==> src/rtl/i2c_rx_seq.sv <==
module i2c_rx_seq #(
  parameter int QTR = 5,
  parameter int DEPTH = 8,
  localparam int AW = $clog2(DEPTH),
  localparam int DW = $clog2(QTR + 1)
) (
  input  logic          clk,
  input  logic          rst_n,
  input  logic          wr_en,
  input  logic [1:0]    wr_sel,
  input  logic [7:0]    wr_data,
  output logic [7:0]    status,
  output logic          irq,
  output logic          sto_pending,
  input  logic [AW-1:0] rd_idx,
  output logic [7:0]    rd_data,
  output logic          handoff,
  input  logic          scl_in,
  input  logic          sda_in,
  output logic          scl_oe,
  output logic          sda_oe
);

  localparam logic [7:0] ST_S   = 8'h08;
  localparam logic [7:0] ST_RS  = 8'h10;
  localparam logic [7:0] ST_AL  = 8'h38;
  localparam logic [7:0] ST_AN  = 8'h48;
  localparam logic [7:0] ST_OK  = 8'h50;
  localparam logic [7:0] ST_NK  = 8'h58;
  localparam logic [7:0] ST_NO  = 8'hF8;

  typedef enum logic [2:0] {S_IDLE, S_START, S_ADDR, S_DATA, S_STOP, S_WAIT, S_LOST, S_HAND} st_t;

  st_t st;
  logic [1:0] q;
  logic [DW-1:0] div;
  logic [3:0] bitn;
  logic [7:0] sh, addr_r, stat;
  logic [6:0] bc_r, left;
  logic lb_r, sta_r, sto_r, si, ackn, rep, scl_d, sda_d;
  logic [AW-1:0] wptr;
  logic [7:0] mem [DEPTH];

  wire tick     = (div == DW'(QTR - 1));
  wire kick     = wr_en && (wr_sel == 2'd2) && !wr_data[3] && si;
  wire nack_now = lb_r && (left == 7'd1);
  wire store    = tick && (st == S_DATA) && (q == 2'd3) && (bitn == 4'd7);

  assign status      = stat;
  assign irq         = si;
  assign sto_pending = sto_r;
  assign handoff     = (st == S_HAND);
  assign scl_oe      = scl_d;
  assign sda_oe      = sda_d;
  assign rd_data     = mem[rd_idx];

  always_ff @(posedge clk) begin
    if (store) mem[wptr] <= sh;
  end

  always_ff @(posedge clk or negedge rst_n) begin
    if (!rst_n) begin
      st <= S_IDLE; q <= '0; div <= '0; bitn <= '0; sh <= '0;
      addr_r <= '0; bc_r <= '0; lb_r <= 1'b0; sta_r <= 1'b0; sto_r <= 1'b0;
      si <= 1'b0; stat <= ST_NO; ackn <= 1'b0; rep <= 1'b0; left <= '0;
      wptr <= '0; scl_d <= 1'b0; sda_d <= 1'b0;
    end else begin
      div <= tick ? '0 : div + 1'b1;
      if (wr_en) begin
        case (wr_sel)
          2'd0: addr_r <= wr_data;
          2'd1: {lb_r, bc_r} <= wr_data;
          2'd2: begin sta_r <= wr_data[5]; sto_r <= wr_data[4]; end
          default: ;
        endcase
      end
      case (st)
        S_IDLE: begin
          scl_d <= 1'b0;
          sda_d <= 1'b0;
          if (tick && sta_r && scl_in && sda_in) begin
            st <= S_START; q <= '0; rep <= 1'b0;
          end
        end
        S_START: if (tick) begin
          q <= q + 2'd1;
          case (q)
            2'd0: sda_d <= 1'b0;
            2'd1: scl_d <= 1'b0;
            2'd2: sda_d <= 1'b1;
            default: begin
              scl_d <= 1'b1; si <= 1'b1; st <= S_WAIT;
              stat <= rep ? ST_RS : ST_S;
            end
          endcase
        end
        S_WAIT: if (kick) begin
          if (stat == ST_S || stat == ST_RS || stat == ST_OK) begin
            si <= 1'b0; stat <= ST_NO; q <= '0; bitn <= '0; left <= bc_r; wptr <= '0;
            if (bc_r == 7'd0) st <= S_STOP;
            else if (stat == ST_OK) st <= S_DATA;
            else if (!addr_r[0]) st <= S_HAND;
            else begin st <= S_ADDR; sh <= addr_r; end
          end else if (wr_data[5] || wr_data[4]) begin
            si <= 1'b0; stat <= ST_NO; q <= '0; rep <= 1'b1;
            st <= wr_data[4] ? S_STOP : S_START;
          end
        end
        S_ADDR: if (tick) begin
          q <= q + 2'd1;
          case (q)
            2'd0: sda_d <= (bitn < 4'd8) ? ~sh[7] : 1'b0;
            2'd1: scl_d <= 1'b0;
            2'd2: begin
              if (bitn < 4'd8) begin
                if (sh[7] && !sda_in) begin
                  st <= S_LOST; scl_d <= 1'b0; sda_d <= 1'b0; stat <= ST_AL; si <= 1'b1;
                end
              end else ackn <= sda_in;
            end
            default: begin
              scl_d <= 1'b1;
              if (bitn < 4'd8) begin
                sh <= {sh[6:0], 1'b0}; bitn <= bitn + 4'd1;
              end else if (ackn) begin
                stat <= ST_AN; si <= 1'b1; st <= S_WAIT;
              end else begin
                bitn <= '0; st <= S_DATA;
              end
            end
          endcase
        end
        S_DATA: if (tick) begin
          q <= q + 2'd1;
          case (q)
            2'd0: sda_d <= (bitn == 4'd8) ? ~nack_now : 1'b0;
            2'd1: scl_d <= 1'b0;
            2'd2: begin
              if (bitn < 4'd8) sh <= {sh[6:0], sda_in};
              else if (nack_now && !sda_in) begin
                st <= S_LOST; scl_d <= 1'b0; sda_d <= 1'b0; stat <= ST_AL; si <= 1'b1;
              end
            end
            default: begin
              scl_d <= 1'b1;
              if (bitn < 4'd8) begin
                bitn <= bitn + 4'd1;
                if (bitn == 4'd7) wptr <= wptr + AW'(1);
              end else begin
                left <= left - 7'd1; bitn <= '0;
                if (left == 7'd1) begin
                  stat <= lb_r ? ST_NK : ST_OK; si <= 1'b1; st <= S_WAIT;
                end
              end
            end
          endcase
        end
        S_STOP: if (tick) begin
          q <= q + 2'd1;
          case (q)
            2'd0: sda_d <= 1'b1;
            2'd1: scl_d <= 1'b0;
            2'd2: sda_d <= 1'b0;
            default: begin sto_r <= 1'b0; st <= S_IDLE; end
          endcase
        end
        S_LOST: begin
          scl_d <= 1'b0;
          sda_d <= 1'b0;
          if (kick) begin si <= 1'b0; stat <= ST_NO; st <= S_IDLE; end
        end
        S_HAND: if (sto_r) begin st <= S_STOP; q <= '0; end
        default: st <= S_IDLE;
      endcase
    end
  end

  assert_status_low_zero_R3: assert property (@(posedge clk) disable iff (!rst_n)
    status[2:0] == 3'b000);
  assert_no_irq_on_f8_R3: assert property (@(posedge clk) disable iff (!rst_n)
    irq |-> status != ST_NO);
  assert_scl_held_R2: assert property (@(posedge clk) disable iff (!rst_n)
    (irq && status != ST_AL) |-> scl_oe);
  assert_lost_release_R10: assert property (@(posedge clk) disable iff (!rst_n)
    (status == ST_AL) |-> (!scl_oe && !sda_oe));
  assert_handoff_quiet_R11: assert property (@(posedge clk) disable iff (!rst_n)
    handoff |-> (!irq && scl_oe));

endmodule

==> config.mk <==
export PLATFORM = sky130hd
export DESIGN_NAME = i2c_rx_seq
export DESIGN_NICKNAME = d
export VERILOG_FILES = /design/src/rtl/i2c_rx_seq.sv
export SDC_FILE = /design/constraint.sdc
export NUM_CORES = 1
export LEC_CHECK = 0
export CAP_MARGIN = 20
export CORE_ASPECT_RATIO = 1.1
export CORE_MARGIN = 4
export CORE_UTILIZATION = 64
export DETAILED_ROUTE_END_ITERATION = 10
export HOLD_SLACK_MARGIN = 0.05
export PLACE_DENSITY_LB_ADDON = 0.05
export SKIP_LAST_GASP = 1
export SYNTH_ARGS = -nofsm -noshare
export SYNTH_HDL_FRONTEND = slang
export SYNTH_SLANG_ARGS = --single-unit
==> constraint.sdc <==
create_clock -name clk -period 6 [get_ports clk]
set_input_delay 1.5 -clock clk [delete_from_list [all_inputs] [get_ports clk]]
set_output_delay 1.5 -clock clk [all_outputs]
set_load 0.02 [all_outputs]
Yosys cells after proc, flatten, opt, wreduce, memory -nomap -nowiden --
Memory sizes are Yosys's and may differ from the RTL's. Cells that the tools add are included.
Operators by class: add/sub/neg operators 5, $lt $le $gt $ge 1, equality and inequality tests 62, mux-type cells 146, bitwise operators 3, reductions and logical operators 46
Operator list (number):
- $mux W8 | 27
- $mux W3 | 31
- $ne A2 B2 Y1 const B | 24
- $mux W1 | 42
- $mux W4 | 10
- $pmux W8 S5 | 1
- $mux W7 | 5
- $ne A3 B3 Y1 const B | 11
- $pmux W8 S2 | 2
- $reduce_and A13 Y1 | 2
- $pmux W3 S8 | 1
- $pmux W8 S3 | 1
- $reduce_and A19 Y1 | 1
- $pmux W3 S2 | 3
- $reduce_and A17 Y1 | 1
- $pmux W1 S2 | 8
- $eq A3 B3 Y1 const B | 5
- $pmux W1 S5 | 3
- $pmux W7 S2 | 1
- $logic_and A1 B1 Y1 | 12
- $mux W2 | 6
- $ne A2 B1 Y1 const B | 6
- $pmux W4 S3 | 1
- $reduce_and A12 Y1 | 1
- 38 further kinds | 58
Storage, ports and cells: register bits after elaboration 61, RAM bits 64, input port bits 18, output and inout port bits 21, word-level logic and storage cells 282, memories kept 1
Memory list:
- mem | depth 8, width 8, read ports 1, clocked after Yosys merged registers in 0, wr ports 1, line 42 | logic [7:0] mem [DEPTH];

Logic depth before layout (Yosys ltp) --
Gate-level depths: netlist of run 1.
word-level depth 8, gate-level depth with buffers 9, mapped depth without buffers 7

Least setup slack after synthesis of run 1 --
Ideal clock, no wire load.
kind input to output, start point input port rd_idx[0], end point output port rd_data[0], data arrival time 3.057 ns, required time 4.500 ns, setup slack 1.443 ns, cell stages on the path 4, path buffers 2, path through clkbuf_1 buf_2 mux4_2 mux2_2
Between the ends: longest elaborated chain between the ends 1
Ends and longest elaborated chain:
- start, declared | line 15 | input logic [AW-1:0] rd_idx,
- $mem_v2 Z8 W8
- end, declared | line 16 | output logic [7:0] rd_data,
Every way passes these cells.

Worst setup path after layout of run 1 --
start point input port rd_idx[1], end point output port rd_data[5]
The elaborated chain is that of the path after synthesis.

==> out/results.ini, run 1 <==
[critical_path]
r2r-start=st[0]$_DFFE_PN0P_
worstSetupPathType=input port to output pin
startpoint_type=input port
r2r_setup_slack_ns=3.01
required_ns=4.50
critical_path.slowest_cell=clkdlybuf4s50_1
arrival_ns=3.68
crit_family=buffers and inverters
crit_fanout=16
cp_slowest_stage_delay_ns=0.95
worst-path-buf-inv=2
worstPathCellList=clkdlybuf4s50_1 -> mux4_2 -> mux2_2 -> clkdlybuf4s50_1
crit_start=rd_idx[1]
end_kind=output pin
cp_common_cell=clkdlybuf4s50_1

[routing]
drt_iter0_markers=322
drt_pass1_iterations=5
vias_per_cell=6.298
wire_per_inst_um=19.76
num_vias=3993
drcViolationCount=0
antenna_left=0
wirelength_um=12530

[job]
cap_violations=0

[logic_synthesis]
synth_area_leaders=edfxtp_1 (32%), dfrtp_1 (22%), mux2_2 (7.6%)
synth_top_area_share_pct=32.32
ys_types=67
netlist_instances=468
synth_edf_count=64
synthArstFlopShare_pct=47.54
syn_area_mm2=0.005947
yosysSeqAreaShare_pct=56.83
ys_top_cells_by_count=edfxtp_1 (64), dfrtp_1 (53), nand2_1 (47)
synth_ff_type=edfxtp_1
yosysTopAreaCell=edfxtp_1
yosys_warnings=0
ys_seq_elements=122
syn_area_per_cell_um2=12.71
synth_most_common_cell=edfxtp_1

[finish]
drive_gt1_share_pct=21.35
nets=537
antenna-diode-count=0
syn_to_final_growth_pct=17.40
post-route-util_pct=77.89

[die]
dieWidth_um=99.91
num_rows=36
initial_core_util_pct=66.35
core_area_mm2=0.008964
die_h_um=109.1
dieArea_mm2=0.01090
io_pins=39

[grt]
overflow=0
grt_pass1_wl_um=20440
grt_pass1_vias=3970
grt_max_degree=59
grt_use_total_pct=24.99
antenna_found_initial=0

[timing]
period_minus_slack_ns=5.181
clock_skew_ns=0.009345
fin_ws_ns=0.8191
setup_viol=0
max_freq_ghz=0.1930
hold_viol_final=0
slew_violations=0
slew_headroom_pct=45.42
period_share_pct=86.35
rsz0062_at_grt=no
setup_tns_ns=0
worst_slew_pin_slew_ns=0.8157
holdWs_ns=0.4629

[placement]
place.gp.congestion=0.9195
portBuffers=35
dp_hpwl_um=8629
post-place-ws_ns=0.8249

[clock_network]
ctsHoldBuffers=0
postCtsResizedCells=0
cts_setup_buffers=0
cts.reportedPaths.clkPinSlew_ns=0.06
clock_latency_ns=0.52
htreeDepth=4
root_buffer=clkbuf_8
cts.sinks=122
cts_tree=yes
cts_buffers=17
cts_buffer_depth=2

[pwr]
p_per_area_mw_per_mm2=287.1
leakagePower_nw=2.508
ir_drop_v=0.0002317

[min_path]
hp-start=div[0]$_DFF_PN0_
hp-class=register to register

[outcome]
outcome=finished clean

[placed cells by master (no fill, tap or decap), drive strengths merged, types with 3 or more instances in the layout]
cell and n:
a21o 3, a21oi 16, a22oi 4, a41oi 4
and2 4, buf 11, bufinv 3, clkbuf 17
clkdlybuf4s50 34, clkinv 6, conb 3, dfrtp 53
dfstp 5, edfxtp 64, ha 12, inv 20
mux2 40, mux2i 9, mux4 16, nand2 47
nand2b 9, nand3 6, nand3b 5, nor2 21
nor3 10, nor3b 7, nor4 4, nor4b 3
o21ai 31, o221ai 3, o22ai 4, o31ai 3
or3 3
[metrics by stage]
step / instances / power, mW / cell area, µm²
floorplan: 470 / 0.9798 / 5954
global placement: 601 / 1.017 / 6390
detailed placement: 601 / 1.021 / 6390
CTS: 633 / 2.017 / 6977
global route: 634 / 2.078 / 6982
finish: 634 / 2.004 / 6982
[final cells by class]
class	instances	area, µm²
sequential	122	3379
multi-input combinational	305	2395
fill	556	1982
timing repair buffer	45	417.9
clock buffer	17	414.1
clock inverter	15	172.7
tap	114	142.6
inverter	16	60.06
[worst paths after layout]
check,to,cells past startpoint
min,div[0]$_DFF_PN0_,1
min in group asynchronous,bc_r[3]$_DFFE_PN0P_,2
min reg2reg,div[0]$_DFF_PN0_,1
max in group asynchronous,bitn[2]$_DFFE_PN0P_,2
max,rd_data[5],4
max reg2reg,mem[7][6]$_DFFE_PP_,4
[registers in the layout (all words and copies together) (netlist names)]
| name | flops |
|---|---|
| left | 7 |
| ackn | 1 |
| scl_oe | 1 |
| bc_r | 7 |
| status | 5 |
| sh | 8 |
| mem | 64 |
| q | 2 |
| wptr | 3 |
| div | 3 |
| bitn | 4 |
| addr_r | 8 |
| rep | 1 |
| lb_r | 1 |
| sda_oe | 1 |
| irq | 1 |
| sto_pending | 1 |
| st | 3 |
| sta_r | 1 |
[worst register-to-register path, delay by kind of cell (launching register included)]
kind / cells / cell delay (ns)
simple gates: 4 / 1.78
flops: 1 / 0.83
[layer usage]
metal / up-vias / track usage [%] / part of all wire [%]
met3: 24 / 6.398 / 5.5
met1: 1983 / 31.00 / 41
met2: 131 / 42.28 / 51
li1: 1855 / - / -
met4: 0 / 9.561 / 2.2
met5: - / 0 / 0
[cells by family (layout without fill, tap and decap cells)]
family                   after synthesis  after routing  share of synthesized area (%)
AND/OR/NAND/NOR                      131            131                          11.51
flip-flops                           122            122                          56.83
AO/OA/AOI/OAI                         93             93                          10.75
multiplexers                          65             65                          15.15
buffers and inverters                 43             93                          3.030
adder cells (fa/ha/maj)               12             12                          2.525
other                                  1              3                        0.06306
XOR/XNOR                               1              1                         0.1473
[power by group]
part | switching [mW] | total, mW | internal [mW]
registers | 0.0210 | 0.923 | 0.902
logic | 0.0375 | 0.0819 | 0.0444
clock network | 0.367 | 1.00 | 0.633
No activity file was read; power rests on OpenSTA's default activity.
==> run 2: changes to the inputs <==
Settings changed: CTS_CLUSTER_DIAMETER set to 60.
==> results of run 2 <==
Final layout, timing and power as in run 1 (identical DEF).
==> run 3: changes to the inputs <==
Settings changed: CAP_MARGIN 20 to unset.
==> run 3 against run 2 <==
Against the previous run: sequential power about the same; hold slack about the same; die area unchanged; register-to-register slack got worse by 0.21 ns; global-route usage unchanged; clock skew increased by 0.00081 ns; first-iteration DRC count increased by 0.62%; flip-flop and latch count unchanged; sequential share of layout area about the same; via count increased by 0.40%; routed wire length about the same; count of clock-buffer cells in the layout unchanged; critical path type unchanged.
==> out/results.ini, run 3 (same netlist as run 1, synthesis figures left out) <==
[outcome]
outcome=finished clean

[critical_path]
critPathCapture=rd_data[5]
critical_path.slowest_cell=clkdlybuf4s50_1
r2r-start=st[0]$_DFFE_PN0P_
r2r-end=mem[6][4]$_DFFE_PP_
r2r_setup_slack_ns=2.80
worstSetupPathType=input port to output pin
required_ns=4.50
path_depth=4
worst-path-buf-inv=2
end_kind=output pin
cp_common_cell=clkdlybuf4s50_1
arrival_ns=3.68
crit_start=rd_idx[1]
startpoint_type=input port
worstPathCellList=clkdlybuf4s50_1 -> mux4_2 -> mux2_2 -> clkdlybuf4s50_1
crit_fanout=16
cp_slowest_stage_delay_ns=0.95
crit_family=buffers and inverters
r2r_cells=4

[die]
die_h_um=109.1
dieWidth_um=99.91
dieArea_mm2=0.01090
core_area_mm2=0.008964
num_rows=36
io_pins=39
initial_core_util_pct=66.35

[timing]
period_share_pct=86.35
period_minus_slack_ns=5.181
setup_tns_ns=0
rsz0062_at_grt=no
slew_headroom_pct=27.97
setup_viol=0
hold_viol_final=0
worst_slew_pin_slew_ns=1.072
slew_violations=0
clock_skew_ns=0.01016
max_freq_ghz=0.1930

[routing]
vias_per_cell=6.333
wire_per_inst_um=19.80
antenna_left=0
wirelength_um=12540
drt_iter0_markers=324
drcViolationCount=0
drt_pass1_iterations=5
num_vias=4009

[pwr]
ir_drop_v=0.0002314
leakagePower_nw=2.503
p_per_area_mw_per_mm2=287.5

[finish]
final_common_cell=edfxtp_1
drive_gt1_share_pct=21.19
nets=536
largest_register_ffs=64
syn_to_final_growth_pct=17.32
final_cell_mix=edfxtp_1 (64), dfrtp_1 (53), nand2_1 (47), mux2_2 (40), clkdlybuf4s50_1 (34)
fill_cells=556
top_register=mem
reg_top3=mem: 64 flops, addr_r: 8 flops, sh: 8 flops
fin_area_mm2=0.006977
antenna-diode-count=0

[min_path]
hp-class=register to register

[clock_network]
clock_latency_ns=0.52
cts_buffers=17
cts.sinks=122
ctsHoldBuffers=0
cts_tree=yes
cts_setup_buffers=0
root_buffer=clkbuf_8
postCtsResizedCells=0
htreeDepth=4
cts.reportedPaths.clkPinSlew_ns=0.06
cts_buffer_depth=2

[placement]
portBuffers=35
placement.cell_area_mm2=0.006390
place.gp.congestion=0.9195
dp_hpwl_um=8629

[grt]
grt_pass1_wl_um=20440
grt_use_total_pct=24.99
antenna_found_initial=0
grt_max_degree=59
grt_pass1_vias=3970
overflow=0

[job]
cap_violations=0

-- run 3: cell count changes in the layout (fill, tap and decap cells not counted) --
| cell | previous run | this run |
|---|---|---|
| buf_2 | 2 | 1 |
-- run 3: worst min-delay path by stage --
stage,from,end,slack (ns),depth (start not counted)
floorplan,div[0]$_DFF_PN0_,div[0]$_DFF_PN0_,0.43,1
global placement,div[0]$_DFF_PN0_,div[0]$_DFF_PN0_,0.45,1
detailed placement,div[0]$_DFF_PN0_,div[0]$_DFF_PN0_,0.46,1
CTS,div[0]$_DFF_PN0_,div[0]$_DFF_PN0_,0.47,1
global route,div[0]$_DFF_PN0_,div[0]$_DFF_PN0_,0.51,1
finish,div[0]$_DFF_PN0_,div[0]$_DFF_PN0_,0.46,1
-- run 3: per-layer routing --
| metal | track usage [%] | routed length, µm | vias up |
|---|---|---|---|
| li1 | - | - | 1853 |
| met3 | 6.398 | 676 | 24 |
| met1 | 31.00 | 5143 | 1990 |
| met5 | 0 | 0 | - |
| met4 | 9.561 | 270 | 0 |
| met2 | 42.28 | 6445 | 142 |
-- run 3: worst register-to-register path, delay by kind of cell, from the launching register on --
family           cells  cell delay (ns)
flip-flops           1             0.85
AND/OR/NAND/NOR      4             1.97
-- run 3: where the power goes --
group	internal (mW)	switching [mW]	total, mW
Clock	0.633	0.368	1.00
Sequential	0.902	0.0212	0.923
Combinational	0.0444	0.0375	0.0819
-- run 3: final cells by class --
cell class	count	area [µm²]	area share [%]
multi-input combinational	305	2395	34.33
clock inverter	15	172.7	2.475
tap	114	142.6	2.044
sequential	122	3379	48.44
inverter	16	60.06	0.8608
timing repair buffer	44	412.9	5.918
clock buffer	17	414.1	5.936
-- run 3: per-stage QoR --
step / utilization (%) / instances / setup WS (ns) / hold WS [ns] / total power, mW
floorplan: - / 470 / 1.443 / 0.4322 / 0.9798
global placement: 71.29 / 601 / 0.8927 / 0.4532 / 1.017
detailed placement: 71.29 / 601 / 0.8249 / 0.4584 / 1.021
CTS: 77.83 / 633 / 0.8092 / 0.4663 / 2.017
global route: 77.83 / 633 / 0.6997 / 0.5127 / 2.078
finish: 77.83 / 633 / 0.8193 / 0.4629 / 2.006
